$ cat config.mk
export PLATFORM = sky130hd
export DESIGN_NAME = ea_gen_unit
export DESIGN_NICKNAME = d
export VERILOG_FILES = /design/src/rtl/ea_pkg.sv /design/src/rtl/ea_operand_sel.sv /design/src/rtl/ea_combine.sv /design/src/rtl/ea_gen_unit.sv
export SDC_FILE = /design/constraint.sdc
export NUM_CORES = 1
export LEC_CHECK = 0
export BUFFER_PORTS_ARGS = -buffer_cell sky130_fd_sc_hd__buf_2
export CORE_ASPECT_RATIO = 0.7
export CORE_MARGIN = 5
export CORE_UTILIZATION = 45
export CTS_CLUSTER_SIZE = 25
export DETAILED_ROUTE_END_ITERATION = 8
export GPL_TIMING_DRIVEN = 0
export PLACE_DENSITY_LB_ADDON = 0.1
export SYNTH_ARGS = -nofsm -noshare
export SYNTH_HDL_FRONTEND = slang
export SYNTH_HIERARCHICAL = 1
export SYNTH_SLANG_ARGS = --single-unit
$ cat constraint.sdc
create_clock -name clk -period 1.3 [get_ports clk]
set_input_delay 0.13 -clock clk [delete_from_list [all_inputs] [get_ports clk]]
set_output_delay 0.13 -clock clk [all_outputs]
set_load 0.01 [all_outputs]
$ cat src/rtl/ea_pkg.sv
package ea_pkg;
  typedef enum logic [3:0] {
    MD_REG_DIRECT = 4'd0,
    MD_IMMEDIATE  = 4'd1,
    MD_ABSOLUTE   = 4'd2,
    MD_BASE_OFF   = 4'd3,
    MD_BASE_IDX   = 4'd4,
    MD_BASE_IDX_OFF = 4'd5,
    MD_SCALED     = 4'd6,
    MD_REG_IND    = 4'd7,
    MD_PC_REL     = 4'd8,
    MD_POST_INC   = 4'd9,
    MD_PRE_DEC    = 4'd10
  } ea_mode_e;

  localparam int MODE_W  = 4;
  localparam int SIZE_W  = 2;
  localparam int SCALE_W = 2;
endpackage

$ cat src/rtl/ea_operand_sel.sv
module ea_operand_sel #(
  parameter int ADDR_W  = 32,
  parameter int DISP_W  = 16,
  parameter int SEL_W   = 5,
  parameter int SCALE_W = 2
) (
  input  logic [SEL_W-1:0]   base_sel,
  input  logic [ADDR_W-1:0]  base_val,
  input  logic [ADDR_W-1:0]  idx_val,
  input  logic [DISP_W-1:0]  disp,
  input  logic [SCALE_W-1:0] scale,
  output logic [ADDR_W-1:0]  base_eff,
  output logic [ADDR_W-1:0]  disp_ext,
  output logic [ADDR_W-1:0]  idx_scaled
);
  localparam int NUM_SCALES = 1 << SCALE_W;
  localparam int EXT_W      = ADDR_W - DISP_W;

  logic [ADDR_W-1:0] shifted [NUM_SCALES];

  // register number zero is hard-wired to read as zero
  assign base_eff = (base_sel == '0) ? '0 : base_val;
  assign disp_ext = {{EXT_W{disp[DISP_W-1]}}, disp};

  // one left-shifted copy of the index per scale value, then a mux
  for (genvar g = 0; g < NUM_SCALES; g++) begin : g_shift
    assign shifted[g] = idx_val << g;
  end

  assign idx_scaled = shifted[scale];
endmodule

$ cat src/rtl/ea_combine.sv
module ea_combine
  import ea_pkg::*;
#(
  parameter int ADDR_W = 32
) (
  input  logic [MODE_W-1:0] mode,
  input  logic [SIZE_W-1:0] size,
  input  logic [ADDR_W-1:0] base_eff,
  input  logic [ADDR_W-1:0] idx_val,
  input  logic [ADDR_W-1:0] idx_scaled,
  input  logic [ADDR_W-1:0] disp_ext,
  input  logic [ADDR_W-1:0] next_pc,
  output logic [ADDR_W-1:0] ea,
  output logic              invalid,
  output logic              wb_en,
  output logic [ADDR_W-1:0] wb_val
);
  logic [ADDR_W-1:0] step;
  logic [ADDR_W-1:0] term_a;
  logic [ADDR_W-1:0] term_b;
  logic [ADDR_W-1:0] term_c;
  logic [ADDR_W-1:0] sum3;

  assign step = ADDR_W'(1) << size;

  // operand steering into one shared three-input adder
  always_comb begin
    term_a  = '0;
    term_b  = '0;
    term_c  = '0;
    invalid = 1'b0;
    wb_en   = 1'b0;
    unique case (mode)
      MD_ABSOLUTE:     begin term_c = disp_ext; end
      MD_BASE_OFF:     begin term_a = base_eff; term_c = disp_ext; end
      MD_BASE_IDX:     begin term_a = base_eff; term_b = idx_val; end
      MD_BASE_IDX_OFF: begin term_a = base_eff; term_b = idx_val; term_c = disp_ext; end
      MD_SCALED:       begin term_a = base_eff; term_b = idx_scaled; end
      MD_REG_IND:      begin term_a = base_eff; end
      MD_PC_REL:       begin term_a = next_pc; term_c = disp_ext; end
      MD_POST_INC:     begin term_a = base_eff; term_c = step; wb_en = 1'b1; end
      MD_PRE_DEC:      begin term_a = base_eff; term_c = -step; wb_en = 1'b1; end
      default:         begin invalid = 1'b1; end
    endcase
  end

  assign sum3 = term_a + term_b + term_c;

  // post-increment addresses with the old base and writes back the sum
  always_comb begin
    if (mode == MD_POST_INC) begin
      ea     = base_eff;
      wb_val = sum3;
    end else if (mode == MD_PRE_DEC) begin
      ea     = sum3;
      wb_val = sum3;
    end else begin
      ea     = sum3;
      wb_val = '0;
    end
  end
endmodule

$ cat src/rtl/ea_gen_unit.sv
module ea_gen_unit
  import ea_pkg::*;
#(
  parameter int ADDR_W = 32,
  parameter int DISP_W = 16,
  parameter int SEL_W  = 5
) (
  input  logic               clk,
  input  logic               rst_n,
  input  logic               req_valid,
  input  logic [3:0]         req_mode,
  input  logic [SEL_W-1:0]   req_base_sel,
  input  logic [ADDR_W-1:0]  req_base_val,
  input  logic [ADDR_W-1:0]  req_idx_val,
  input  logic [DISP_W-1:0]  req_disp,
  input  logic [ADDR_W-1:0]  req_next_pc,
  input  logic [1:0]         req_size,
  input  logic [1:0]         req_scale,
  output logic               res_valid,
  output logic [ADDR_W-1:0]  res_ea,
  output logic               res_invalid,
  output logic               res_wb_en,
  output logic [ADDR_W-1:0]  res_wb_val
);
  localparam int EXT_W = ADDR_W - DISP_W;

  logic [ADDR_W-1:0] base_eff;
  logic [ADDR_W-1:0] disp_ext;
  logic [ADDR_W-1:0] idx_scaled;
  logic [ADDR_W-1:0] ea_c;
  logic              invalid_c;
  logic              wb_en_c;
  logic [ADDR_W-1:0] wb_val_c;

  logic              valid_d, valid_q;
  logic [ADDR_W-1:0] ea_d, ea_q;
  logic              inv_d, inv_q;
  logic              wben_d, wben_q;
  logic [ADDR_W-1:0] wbval_d, wbval_q;

  ea_operand_sel #(
    .ADDR_W(ADDR_W), .DISP_W(DISP_W), .SEL_W(SEL_W), .SCALE_W(SCALE_W)
  ) u_opsel (
    .base_sel   (req_base_sel),
    .base_val   (req_base_val),
    .idx_val    (req_idx_val),
    .disp       (req_disp),
    .scale      (req_scale),
    .base_eff   (base_eff),
    .disp_ext   (disp_ext),
    .idx_scaled (idx_scaled)
  );

  ea_combine #(.ADDR_W(ADDR_W)) u_comb (
    .mode       (req_mode),
    .size       (req_size),
    .base_eff   (base_eff),
    .idx_val    (req_idx_val),
    .idx_scaled (idx_scaled),
    .disp_ext   (disp_ext),
    .next_pc    (req_next_pc),
    .ea         (ea_c),
    .invalid    (invalid_c),
    .wb_en      (wb_en_c),
    .wb_val     (wb_val_c)
  );

  // next-state: load on a request, otherwise hold results
  always_comb begin
    valid_d = req_valid;
    ea_d    = ea_q;
    inv_d   = inv_q;
    wben_d  = wben_q;
    wbval_d = wbval_q;
    if (req_valid) begin
      ea_d    = ea_c;
      inv_d   = invalid_c;
      wben_d  = wb_en_c;
      wbval_d = wb_val_c;
    end
  end

  always_ff @(posedge clk or negedge rst_n) begin
    if (!rst_n) begin
      valid_q <= 1'b0;
      ea_q    <= '0;
      inv_q   <= 1'b0;
      wben_q  <= 1'b0;
      wbval_q <= '0;
    end else begin
      valid_q <= valid_d;
      ea_q    <= ea_d;
      inv_q   <= inv_d;
      wben_q  <= wben_d;
      wbval_q <= wbval_d;
    end
  end

  assign res_valid   = valid_q;
  assign res_ea      = ea_q;
  assign res_invalid = inv_q;
  assign res_wb_en   = wben_q;
  assign res_wb_val  = wbval_q;

  // a result is flagged exactly one cycle after each request
  p_latency_r11: assert property (@(posedge clk) disable iff (!rst_n)
    $past(req_valid) == res_valid);

  // idle cycles leave the address unchanged
  p_hold_r11: assert property (@(posedge clk) disable iff (!rst_n)
    !req_valid |=> $stable(res_ea) && $stable(res_wb_val));

  // write-back only for the auto-modify modes
  p_wb_only_automod_r9: assert property (@(posedge clk) disable iff (!rst_n)
    req_valid && req_mode != MD_POST_INC && req_mode != MD_PRE_DEC |=> !res_wb_en);

  // pre-decrement writes back the address it used
  p_predec_same_r5: assert property (@(posedge clk) disable iff (!rst_n)
    req_valid && req_mode == MD_PRE_DEC |=> res_wb_en && res_wb_val == res_ea);

  // post-increment advances the base by the access size
  p_postinc_step_r4: assert property (@(posedge clk) disable iff (!rst_n)
    req_valid && req_mode == MD_POST_INC |=>
      res_wb_val == res_ea + (ADDR_W'(1) << $past(req_size)));

  // relative to the next instruction address
  p_pcrel_r6: assert property (@(posedge clk) disable iff (!rst_n)
    req_valid && req_mode == MD_PC_REL |=>
      res_ea == $past(req_next_pc) +
        {{EXT_W{$past(req_disp[DISP_W-1])}}, $past(req_disp)});

  // invalid modes give a zero address
  p_invalid_zero_r10: assert property (@(posedge clk) disable iff (!rst_n)
    req_valid && (req_mode < 4'd2 || req_mode > 4'd10) |=>
      res_invalid && res_ea == '0 && !res_wb_en);

  // register zero as indirect base reads zero
  p_r0_zero_r2: assert property (@(posedge clk) disable iff (!rst_n)
    req_valid && req_mode == MD_REG_IND && req_base_sel == '0 |=> res_ea == '0);
endmodule

==> summary.md <==
| Metric | Value |
|---|---|
| Outcome | finished with violations |
| Failing checks | setup timing |
| Fin worst setup slack | -2.597 ns |
| Sequential area share after synthesis | 21.07% |
| Vias | 8,082 |
| CP Max Fanout | 6 |
| Final slew viol count | 0 |
| Synthesized instance count | 894 |
| VDD IR-drop max | 0.0007262 V |
| Post-synth cell types | 69 |
| Total global routing overflow | 0 |
| Tcrit/Tclk final | 299.8% |
| 1st-pass router iterations | 7 |
| Total clock sinks | 67 |
| Clock slew at reported path FFs | 0.07 ns |
| Final total power | 11.45 mW |
| I/O pin cnt | 195 |
| Routed length per instance | 21.81 um |
| Setup TNS Final | -135.87 ns |
| First-pass GRT wire length | 45,730 um |
| Avg Cell Area, Syn | 8.901 um^2 |
| Die height | 121.3 um |
| DRT Wirelength | 30,280 um |
| Seq cells post-synth | 67 |
| Clock root buffer | clkbuf_16 |
| Critical Path Source Type | input port |
| Final Non-Filler Cells | 1,388 |
| Crit-path slowest cell | fa_1 |
| Final hold vios | 0 |
| Core ar. | 17,270 um^2 |
| Skew final | 0 ns |
| Lkg Pwr | 5.562 nW |
| Hold WC Path Type | in2async |
| CP Class | in2reg |
| Crit-path cells | buf_8 -> nand2b_4 -> or3_4 -> nand3_4 -> buf_8 -> a22oi_2 -> fa_1 -> inv_2 -> ha_4 -> fa_2 -> a21o_1 -> a221oi_4 -> o41a_1 -> buf_6 -> a21oi_4 -> buf_6 -> a41oi_4 -> xnor2_2 -> o21ai_1 -> mux2_4 |
| Initial Utilization | 46.09% |
| Hold WS | 0.1668 ns |
| Synth async-reset ratio | 100.0% |
| Post-DR vias/cell | 5.823 |
| GRT Resource Usage Total | 28.65% |
| Cell Pwr Density | 990.3 nW/um^2 |
| Fmax | 256.6 MHz |
| Unrepaired setup endpoints after global routing | true |
| Setup violators final | 64 |
| Utilization after layout | 66.97% |
| Post-DP HPWL | 22,010 um |
| Worst-margin pin slew | 0.8730 ns |
| WP data required | 1.52 ns |
| Chip Width | 168.9 um |
| Largest net degree at the start of global routing | 61 |
| Vias in the first global route | 8,185 |
| Pre-CTS WS | -3.617 ns |
| Final #Nets | 1,342 |
| Worst stage delay on the critical path | 0.50 ns |
| CP Capture Type | register |
| Top FF cell, synth | dfrtp_1 |
| Drt drc | 0 |
| Yosys warns | 6 |
| TritonCTS clock tree | yes |
| Critical path arrival | 4.12 ns |
| Fin area | 11,560 um^2 |
| Max Cap Viol | 0 |
| Worst-Skew Late Latency | 0.33 ns |
| Routed Antenna Nets | 0 |
| Dpl cell area | 9543 um^2 |
| Net count after synthesis | 1,085 |
| H-Tree Depth | 3 |
| Die area | 20,490 um^2 |
| EDFF count, synth | 0 |
| Max Root-Sink Buffers | 2 |
| Layout cells sized above 1 | 51.99% |
| 1st-iter DRT viols | 757 |
| Area grow syn2layout | 45.31% |
| Post-Syn Area | 7958 um^2 |
| Placed cells | 1,301 |
| Fillers | 1,386 |
| Initial antenna violation count | 1 |
| Final Wtd Congestion | 0.9287 |
| Cell Rows | 40 |
| Min Tclk post-route | 3.897 ns |
| Num CTS Buffers | 9 |
| Port bufs | 175 |
| Max_slew headroom | 41.80% |
==> layout by cell type (no fill, tap or decap), drive strengths merged, types with 4 or more instances in the layout <==
cell type | netlist | final
a22o | 4 | 4
nand4 | 7 | 7
nor2 | 44 | 44
ha | 31 | 31
a22oi | 60 | 60
a21boi | 36 | 36
nand2 | 62 | 62
and2 | 4 | 4
and3 | 7 | 7
xor2 | 12 | 12
a21o | 20 | 20
nor2b | 7 | 7
o21ai | 41 | 41
clkbuf | 34 | 34
o21bai | 7 | 7
mux2 | 66 | 66
inv | 69 | 69
mux2i | 58 | 58
buf | 61 | 315
o31ai | 4 | 4
xnor2 | 16 | 16
nor3 | 12 | 12
fa | 32 | 32
nor3b | 4 | 4
nand3 | 10 | 10
a21oi | 74 | 74
dfrtp | 67 | 67
==> state kept, by name, summed over array words and instances, names as in the netlist <==
signal	cells
res_wb_en	1
res_invalid	1
res_valid	1
res_wb_val	32
res_ea	32
==> power breakdown <==
part	switching, mW	leakage [nW]	total, mW	internal, mW
combinational	3.29	4.57	6.36	3.07
sequential	0.272	0.867	2.80	2.53
clock	1.01	0.125	2.30	1.28
==> worst max-delay path, delay by kind of cell <==
kind	cells	cell delay, ns
compound gates	7	1.21
xor+xnor	1	0.16
simple gates	3	0.70
fa+ha+maj	3	1.05
mux	1	0.29
buf+inv	5	0.58
==> kinds of logic after synthesis <==
logic type	after synthesis	share of synthesized area (%)
AO/OA/AOI/OAI	278	23.38
AND/OR/NAND/NOR	169	10.14
buffers and inverters	164	10.60
multiplexers	125	18.81
flip-flops	67	21.07
adder cells (fa/ha/maj)	63	12.92
XOR/XNOR	28	3.082
==> what timing repair did <==
| action | in CTS | in global routing |
|---|---|---|
| endpoints found under the hold margin | 68 | 0 |
| setup endpoints to repair | 64 | 64 |
| gates resized for setup | 167 | 94 |
| cloned | 1 | 0 |
| buffers inserted | 53 | 22 |
| hold buffers | 2 | 0 |
| pin swaps | 61 | 58 |
==> layer usage <==
layer  track usage, %  routed length (um)  vias up
met4            8.515                 811        2
li1                 -                   -     3681
met1            41.74               13580     3903
met3            5.666                2887       67
met5                0                   7        -
met2            42.93               12990      429
==> Yosys cell counts (all sizes together), types with 7 or more instances <==
library cell / number / area (um^2)
fa: 32 / 640.6
and3: 7 / 43.79
nand3: 10 / 50.05
ha: 31 / 387.9
clkbuf: 34 / 128.9
a21oi: 74 / 374.1
a21boi: 36 / 281.5
o21ai: 41 / 209.0
xnor2: 16 / 140.1
mux2: 66 / 893.4
dfrtp: 67 / 1677
mux2i: 58 / 580.6
nand4: 7 / 43.79
o21bai: 7 / 52.55
nand2: 62 / 232.7
nor2: 44 / 165.2
nor2b: 7 / 43.79
buf: 61 / 455.4
xor2: 12 / 105.1
a22oi: 60 / 450.4
inv: 69 / 259.0
a21o: 20 / 150.1
nor3: 12 / 60.06
==> worst paths after layout <==
path,from,endpoint,slack (ns),cells past startpoint
worst max register to register,res_ea[8]$_DFFE_PN0P_,res_ea[8]$_DFFE_PN0P_,0.50,1
worst max-delay path,req_mode[2],res_ea[31]$_DFFE_PN0P_,-2.60,20
worst min-delay path,rst_n,res_ea[14]$_DFFE_PN0P_,0.17,2
max in group asynchronous,rst_n,res_ea[2]$_DFFE_PN0P_,0.56,3
min in group clk,req_valid,res_wb_en$_DFFE_PN0P_,0.33,3
worst min register to register,res_wb_val[29]$_DFFE_PN0P_,res_wb_val[29]$_DFFE_PN0P_,0.51,1
==> layout make-up <==
class | count | area [um^2] | area share, %
flip-flops and latches | 67 | 1677 | 14.50
clock buffers | 11 | 232.7 | 2.013
plain buffers | 87 | 725.7 | 6.276
inverters | 69 | 261.5 | 2.261
diodes | 1 | 2.502 | 0.02164
well taps | 231 | 289.0 | 2.499
clock inverters | 5 | 30.03 | 0.2597
multi-input cells | 663 | 6733 | 58.22
repair buffers | 254 | 1613 | 13.95
(Power assumes the default switching activity.)
